[src/rtl/pirq_pkg.sv]
package pirq_pkg;
  typedef logic [7:0] route_t;

  localparam route_t ROUTE_RESET = 8'h80;

  // A routing byte is live when it names an existing output.
  function automatic logic route_live(input route_t v, input route_t limit);
    return v < limit;
  endfunction

  // Slot rotation: pin plus device number minus one; caller keeps the low bits.
  function automatic logic [7:0] slot_line(input logic [7:0] devfn, input logic [7:0] pin);
    logic [7:0] s;
    s = pin + {3'b000, devfn[7:3]} - 8'd1;
    return s;
  endfunction
endpackage

[src/rtl/pirq_cfg_regs.sv]
module pirq_cfg_regs
  import pirq_pkg::*;
#(
  parameter int N_LINES = 4,
  parameter logic [7:0] BASE = 8'h60
) (
  input  logic                      clk,
  input  logic                      rst,
  input  logic                      cfg_wr,
  input  logic [7:0]                cfg_addr,
  input  logic [3:0]                cfg_be,
  input  logic [31:0]               cfg_wdata,
  output logic [31:0]               cfg_rdata,
  output logic [N_LINES-1:0][7:0]   route_q,
  output logic [N_LINES-1:0][7:0]   route_d,
  output logic                      rewrite
);
  logic [N_LINES-1:0]       hit;
  logic [N_LINES-1:0][31:0] lane;

  for (genvar n = 0; n < N_LINES; n++) begin : g_line
    localparam logic [7:0] LA = BASE + 8'(n);
    logic sel;
    assign sel     = cfg_addr[7:2] == LA[7:2];
    assign hit[n]  = cfg_wr && sel && cfg_be[LA[1:0]];
    assign route_d[n] = hit[n] ? cfg_wdata[LA[1:0]*8 +: 8] : route_q[n];
    assign lane[n] = sel ? (32'(route_q[n]) << (8 * LA[1:0])) : 32'd0;

    always_ff @(posedge clk) begin
      if (rst) route_q[n] <= ROUTE_RESET;
      else     route_q[n] <= route_d[n];
    end
  end

  always_comb begin
    cfg_rdata = '0;
    for (int n = 0; n < N_LINES; n++) cfg_rdata = cfg_rdata | lane[n];
  end

  assign rewrite = |hit;
endmodule

[src/rtl/pirq_level_matrix.sv]
module pirq_level_matrix
  import pirq_pkg::*;
#(
  parameter int N_LINES = 4,
  parameter int N_OUTS  = 16,
  localparam int OUT_W  = $clog2(N_OUTS)
) (
  input  logic                             clk,
  input  logic                             rst,
  input  logic [N_LINES-1:0][7:0]          route_q,
  input  logic [N_LINES-1:0][7:0]          route_d,
  input  logic                             rewrite,
  input  logic [N_LINES-1:0]               lvl_in,
  output logic [N_OUTS-1:0][N_LINES-1:0]   matrix,
  output logic                             level_evt,
  output logic [N_OUTS-1:0]                irq_out
);
  localparam route_t LIMIT = 8'(N_OUTS);

  logic [N_LINES-1:0]             lvl_prev;
  logic [N_OUTS-1:0][N_LINES-1:0] m_nxt;

  assign level_evt = |(lvl_in ^ lvl_prev);

  always_comb begin
    m_nxt = matrix;
    if (rewrite) begin
      m_nxt = '0;
      for (int n = 0; n < N_LINES; n++)
        if (route_live(route_d[n], LIMIT))
          m_nxt[route_d[n][OUT_W-1:0]][n] = lvl_in[n];
    end else begin
      for (int n = 0; n < N_LINES; n++)
        if (lvl_in[n] != lvl_prev[n] && route_live(route_q[n], LIMIT))
          m_nxt[route_q[n][OUT_W-1:0]][n] = lvl_in[n];
    end
  end

  always_ff @(posedge clk) begin
    if (rst) begin
      matrix   <= '0;
      lvl_prev <= '0;
    end else begin
      matrix   <= m_nxt;
      lvl_prev <= lvl_in;
    end
  end

  for (genvar o = 0; o < N_OUTS; o++) begin : g_out
    assign irq_out[o] = |matrix[o];
  end
endmodule

[src/rtl/pirq_slot_map.sv]
module pirq_slot_map
  import pirq_pkg::*;
#(
  parameter int N_LINES = 4,
  parameter int N_OUTS  = 16,
  localparam int LINE_W = $clog2(N_LINES),
  localparam int OUT_W  = $clog2(N_OUTS)
) (
  input  logic [N_LINES-1:0][7:0] route_q,
  input  logic [7:0]              devfn,
  input  logic [LINE_W-1:0]       intx,
  output logic [LINE_W-1:0]       line,
  output logic                    en,
  output logic [OUT_W-1:0]        irq
);
  localparam route_t LIMIT = 8'(N_OUTS);
  logic [7:0] sum;
  route_t     sel_route;

  assign sum       = slot_line(devfn, 8'(intx));
  assign line      = sum[LINE_W-1:0];
  assign sel_route = route_q[line];
  assign en        = route_live(sel_route, LIMIT);
  assign irq       = en ? sel_route[OUT_W-1:0] : '0;
endmodule

[src/rtl/pirq_router.sv]
module pirq_router
  import pirq_pkg::*;
#(
  parameter int N_LINES = 4,
  parameter int N_OUTS  = 16,
  parameter logic [7:0] BASE = 8'h60,
  localparam int LINE_W = $clog2(N_LINES),
  localparam int OUT_W  = $clog2(N_OUTS)
) (
  input  logic               clk,
  input  logic               rst,
  input  logic               cfg_wr,
  input  logic [7:0]         cfg_addr,
  input  logic [3:0]         cfg_be,
  input  logic [31:0]        cfg_wdata,
  output logic [31:0]        cfg_rdata,
  input  logic [N_LINES-1:0] pirq_lvl,
  output logic [N_OUTS-1:0]  irq_out,
  input  logic [7:0]         map_devfn,
  input  logic [LINE_W-1:0]  map_intx,
  output logic [LINE_W-1:0]  map_line,
  output logic               map_en,
  output logic [OUT_W-1:0]   map_irq
);
  logic [N_LINES-1:0][7:0]        route_q;
  logic [N_LINES-1:0][7:0]        route_d;
  logic                           rewrite;
  logic                           level_evt;
  logic [N_OUTS-1:0][N_LINES-1:0] matrix;

  pirq_cfg_regs #(.N_LINES(N_LINES), .BASE(BASE)) u_regs (
    .clk(clk), .rst(rst), .cfg_wr(cfg_wr), .cfg_addr(cfg_addr), .cfg_be(cfg_be),
    .cfg_wdata(cfg_wdata), .cfg_rdata(cfg_rdata), .route_q(route_q),
    .route_d(route_d), .rewrite(rewrite)
  );

  pirq_level_matrix #(.N_LINES(N_LINES), .N_OUTS(N_OUTS)) u_mat (
    .clk(clk), .rst(rst), .route_q(route_q), .route_d(route_d), .rewrite(rewrite),
    .lvl_in(pirq_lvl), .matrix(matrix), .level_evt(level_evt), .irq_out(irq_out)
  );

  pirq_slot_map #(.N_LINES(N_LINES), .N_OUTS(N_OUTS)) u_map (
    .route_q(route_q), .devfn(map_devfn), .intx(map_intx),
    .line(map_line), .en(map_en), .irq(map_irq)
  );
endmodule

[config.mk]
export PLATFORM = sky130hd
export DESIGN_NAME = pirq_router
export DESIGN_NICKNAME = d
export VERILOG_FILES = /design/src/rtl/pirq_pkg.sv /design/src/rtl/pirq_cfg_regs.sv /design/src/rtl/pirq_level_matrix.sv /design/src/rtl/pirq_slot_map.sv /design/src/rtl/pirq_router.sv
export SDC_FILE = /design/constraint.sdc
export NUM_CORES = 1
export LEC_CHECK = 0
export BUFFER_PORTS_ARGS = -buffer_cell sky130_fd_sc_hd__buf_4
export CAP_MARGIN = 20
export CORE_MARGIN = 3
export CORE_UTILIZATION = 30
export CTS_BUF_LIST = sky130_fd_sc_hd__clkbuf_4
export DETAILED_ROUTE_END_ITERATION = 16
export HOLD_SLACK_MARGIN = 0.08
export PLACE_DENSITY = 0.57
export SETUP_SLACK_MARGIN = 0.3
export SLEW_MARGIN = 20
export SYNTH_ARGS = -nofsm -noshare
export SYNTH_HDL_FRONTEND = slang
export SYNTH_SLANG_ARGS = --single-unit
[constraint.sdc]
create_clock -name clk -period 2.2 [get_ports clk]
set_clock_uncertainty 0.2 [all_clocks]
set_input_delay 0.22 -clock clk [delete_from_list [all_inputs] [get_ports clk]]
set_output_delay 0.22 -clock clk [all_outputs]
set_load 0.05 [all_outputs]
Yosys cells after proc, flatten, opt, wreduce, memory -nomap -nowiden:

Cells that the tools add are included.

* add/sub/neg operators: 2
* magnitude comparators: 26
* equal/unequal tests: 5
* multiplexer cells: 49
* bitwise logic cells: 4
* reduce and logical (&&, ||, !) cells: 34

Operators with widths (number)
* 2-to-1 mux 64 bit: 15
* bitwise mux 64 bit: 7
* demux 4 bit (select 4 bit): 8
* bitwise OR 32 bit: 3
* < comparator 8 x 5 -> 1 bit, second input constant: 9
* OR reduction 4 bit: 17
* bitwise AND 64 bit: 1
* 2-to-1 mux 8 bit: 6
* < comparator 4 x 5 -> 1 bit, second input constant: 8
* greater-or-equal comparator 4 x 1 -> 1 bit, second input constant: 8
* 2-to-1 mux 32 bit: 1
* 2-to-1 mux 24 bit: 1
* logical AND 1 bit: 17
* binary-select mux 8 bit (select 2 bit): 1
* 2-to-1 mux 16 bit: 1
* 2-to-1 mux 4 bit: 3
* == test 6 x 5 -> 1 bit, second input constant: 1
* 2-to-1 mux 3 bit: 2
* 2-to-1 mux 2 bit: 2
* != test 1 bit: 4
* < comparator 2 x 3 -> 1 bit, second input constant: 1
* adder 2 bit: 1
* 2-to-1 mux 1 bit: 2
* subtractor 2 x 1 -> 2 bit, second input constant: 1

* flip-flop bits (word level): 100
* bits of input ports: 61
* output and inout port bits: 55

Logic depth before layout (Yosys ltp):

* word-level depth: 20
* depth in mapped cells: 8
* gate-level depth less buffers: 7

Cells and area by module:

From an unflattened synthesis, not the netlist that was laid out.

* cells, all modules: 751
* area total of the unflattened synthesis: 6846.6 µm²

Modules (own cells, without submodules)
* pirq_level_matrix: times used 1, cells each 509, area an instance 4375.4 µm², seq. area each 1361.3 µm²
* pirq_cfg_regs: times used 1, cells each 219, area an instance 2193.4 µm², seq. area each 640.6 µm²
* pirq_slot_map: times used 1, cells each 23, area an instance 277.8 µm², seq. area each 0.0 µm²

Worst setup path after synthesis:

No wires, ideal clock.

* path type: input port to output port
* start: input map_devfn[3]
* end: output map_irq[1]
* arrival time: 2.773 ns
* path slack: -0.993 ns
* stages on the path: 7
* path buffers: 0
* path through: inv_1 > ha_1 > xnor2_1 > xnor2_1 > o21a_1 > a21oi_1 > a21oi_1

* word-level cells in the longest chain between the ends: 6

Ends and longest elaborated chain
* start, declared: line pirq_router.sv:19 `input logic [7:0] map_devfn,`
* adder 2 bit (*): line pirq_pkg.sv:14 `s = pin + {3'b000, devfn[7:3]} - 8'd1;`
* subtractor 2 x 1 -> 2 bit (*): line pirq_pkg.sv:14
* net map_line[1]: line pirq_router.sv:21 `output logic [LINE_W-1:0] map_line,`
* binary-select mux 8 bit (select 2 bit) (*): line pirq_slot_map.sv:22 `assign sel_route = route_q[line];`
* 2-to-1 mux 8 bit (implied by the code) (*): line pirq_slot_map.sv:22
* < comparator 8 x 5 -> 1 bit: line pirq_pkg.sv:8 `return v < limit;`
* 2-to-1 mux 4 bit (*): line pirq_slot_map.sv:24 `assign irq = en ? sel_route[OUT_W-1:0] : '0;`
* end, declared: line pirq_router.sv:23 `output logic [OUT_W-1:0] map_irq`

The timed path passes the listed nets; every way through them passes the cells marked *. The select of a mux whose other input is x is not followed.

Worst setup path in the final report:

* start: register u_regs.route_q[31] (netlist name)
* end: output map_irq[0]

* word-level cells in the longest chain between the ends: 4

Ends and longest elaborated chain
* start, declared: line pirq_cfg_regs.sv:14 `output logic [N_LINES-1:0][7:0] route_q,`
* start signal, assigned by index: line pirq_cfg_regs.sv:31 `else route_q[n] <= route_d[n];`
* binary-select mux 8 bit (select 2 bit): line pirq_slot_map.sv:22
* 2-to-1 mux 8 bit (implied by the code): line pirq_slot_map.sv:22
* < comparator 8 x 5 -> 1 bit: line pirq_pkg.sv:8
* 2-to-1 mux 4 bit: line pirq_slot_map.sv:24

No other way between the ends. The select of a mux whose other input is x is not followed.

==> impl_metrics.tcl <==
set metrics [dict create \
    wire_length_of_the_first_global_routing_pass_um 37880 \
    crit_required_ns 1.78 \
    synth_largest_type_area_fraction_pct 31.94 \
    drc 0 \
    final_hold_viol_count 0 \
    synthTopCellsByCount "a21oi_1, dfxtp_1, nor3_1, nand2_1, a211oi_1" \
    worst-path-max-fanout 4 \
    cap_viol_max_count 0 \
    root_buffer "clkbuf_4" \
    final-setup-viol-count 9 \
    detail_route.iter0.violations 634 \
    area.growth.synth_to_final_pct 54.26 \
    grt-ovfl-total 0 \
    drt-wirelength-per-cell_um 19.34 \
    timing.setup.critical_path_class "reg -> out" \
    gp_congestion 0.8898 \
    clk_transition_reported_paths_ns 0.17 \
    postRouteWirelength_um 24460 \
    power_frac_comb_pct 16.8 \
    die-area_um2 22660 \
    grt_max_degree 51 \
    synth_edf_count 0 \
    syn-cell-area_um2 6267 \
    timing.critical_path.to_type "primary output" \
    fp.dieH_um 150.5 \
    power.clock.fraction_pct 27.8 \
    avgSynthCellArea_um2 7.795 \
    drtPass1Iterations 5 \
    initial_core_util_pct 30.78 \
    grt_use_total_pct 21.19 \
    synth_flop_cell "dfxtp_1" \
    p_int_uw 2301 \
    setup_repair_after_global_routing_missed_its_margin "true" \
    num_vias 7197 \
    postSynthNetCount 866 \
    power_per_cell_area_nw_per_um2 341.5 \
    synth_cells 804 \
    fin_tns_setup_ns -1.356 \
    clock.fmax_mhz 399.2 \
    placementRows 52 \
    fillers 1960 \
    fraction_of_final_layout_cells_sized_beyond_drive_strength_1_pct 46.78 \
    tightest_slew_ns 0.8116 \
    timing.hold.ws_ns 0.09780 \
    initial_antenna_violation_count 1 \
    synth.ff_latch_count 100 \
    synthesis.yosys.warnings 0 \
    power.ir.vdd_worst_mv 0.2237 \
    arrival_ns 2.08 \
    p_leak_uw 0.003470 \
    async_reset_ff_share_pct 0 \
    post-route-worst-setup-slack_ns -0.3049 \
    violations_in_the_final_reports "setup timing" \
    io_pins 116 \
    hold_class "in -> reg" \
    dpl_worst_slack_ns -0.008629 \
    grt_pass1_vias 6814 \
    clk_path_buf_depth 2 \
    synth_largest_area_cell "dfxtp_1" \
    synth_area_leaders "dfxtp_1, a21oi_1, a211oi_1" \
    layout_worst_path_cycle_share_pct 113.9 \
    switching_share_pct 30.30 \
    place.detailed.hpwl_um 17100 \
    crit_path_start_kind "register" \
    r2r_setup_slk_ns -0.01 \
    final_max_slew_viol_count 0 \
    placeableCoreArea_um2 20360 \
    clock_net_sink_count 100 \
    tritoncts_clock_tree "yes" \
    die_width_um 150.5 \
    finalNetCount 1051 \
    library_cells_used_by_synthesis 52 \
    synth.yosys.seq_area_share_pct 31.94 \
    vias_per_cell 5.689 \
    max_slew_margin_pct 45.48 \
    h-tree-depth 3 \
    tritoncts.num_buffers 9 \
    power.share.sequential_pct 55.3 \
    run_status "finished with violations" \
    post-route-min-period_ns 2.505 \
    portBuffers 107 \
    p_switching_uw 1001 \
    clkLatencyLatePin_ns 0.50 \
    post-synth-top-count-cell "a21oi_1" \
    ant_nets 0 \
]
-- per-layer routing --
layer	vias to the layer above	track usage (%)	part of all wire, %
met3	50	4.335	7.3
li1	3447	-	-
met4	0	8.051	3.5
met1	3417	30.47	45
met2	283	30.99	44
met5	-	0	0
-- cells in the final DEF, fill, tap and decap left out, drive strengths merged, types with 8 or more instances in the layout --
cell | netlist | final
a311oi | 12 | 12
buf | 27 | 193
nand2 | 66 | 66
or4 | 25 | 25
clkbuf | 37 | 10
a211oi | 51 | 51
nor4 | 8 | 8
nor2b | 26 | 26
nand3 | 14 | 14
dfxtp | 100 | 100
nand4b | 15 | 15
nor3b | 8 | 8
nor2 | 28 | 28
a22oi | 14 | 14
a21oi | 168 | 168
nor3 | 78 | 78
a31oi | 8 | 8
and3 | 34 | 34
nand4 | 14 | 14
dlygate4sd3 | 0 | 45
o21ai | 20 | 20
-- path summary, 6_finish.rpt --
check	depth (start not counted)	from	end
hold reg to reg	2	u_regs.route_q[28]$_SDFF_PP0_	u_regs.route_q[28]$_SDFF_PP0_
setup reg to reg	7	u_regs.route_q[31]$_SDFF_PP1_	u_mat.matrix[27]$_SDFFE_PP0P_
setup / recovery	6	u_regs.route_q[31]$_SDFF_PP1_	map_irq[0]
hold / removal	4	cfg_be[3]	u_regs.route_q[31]$_SDFF_PP1_
-- cell families after synthesis --
kind of cell    count (synthesis)  share of synthesized area (%)
compound gates                290                          28.09
xor+xnor                        6                         0.9583
fa+ha+maj                       1                         0.1996
buf+inv                        68                          4.851
flops                         100                          31.94
mux                             7                          1.377
simple gates                  332                          32.58
-- repair_timing --
action	4_1_cts	5_1_grt
endpoints found under the setup margin	98	101
pin swaps	23	26
resized for setup	154	124
buffers inserted	16	7
hold endpoints to repair	72	0
hold buffers	45	0
-- power groups by stage --
stage | Combinational [µW] | Clock (µW) | Sequential (µW)
3_3_place_gp | 450 | 0 | 1880
6_report | 556 | 919 | 1830
4_1_cts | 538 | 935 | 1830
3_5_place_dp | 452 | 0 | 1880
2_1_floorplan | 251 | 0 | 1870
5_1_grt | 591 | 1020 | 1830
-- cell type report --
type                    count  area (µm²)  share of cell area [%]
multi-input cells         636        4793                   49.58
clock buffers              10       75.07                  0.7765
repair buffers            238        2298                   23.77
diodes                      1       2.502                 0.02588
inverters                   4       36.28                  0.3753
flip-flops and latches    100        2093                   21.65
clock inverters             6       31.28                  0.3235
well taps                 270       337.8                   3.494
-- state kept, by name, summed over array words and instances, names as in the netlist --
name            count
u_mat.lvl_prev      4
u_mat.matrix       64
u_regs.route_q     32
-- worst max-delay path: stages (launching register included) --
cell and delay (ns):
dfxtp_2 0.35, or4_4 0.56, nor2_4 0.11, o21a_4 0.16
or2_4 0.12, and2_4 0.13, buf_8 0.14
-- stage by stage --
stage          cells  area, µm²  power [µW]  util (%)
2_1_floorplan    804       6446        2121         -
3_3_place_gp    1180       7865        2326     38.62
3_5_place_dp    1180       7865        2328     38.62
4_1_cts         1257       9091        3308     44.64
5_1_grt         1265       9668        3441     47.47
6_report        1265       9668        3302     47.47
(Power assumes the default switching activity.)
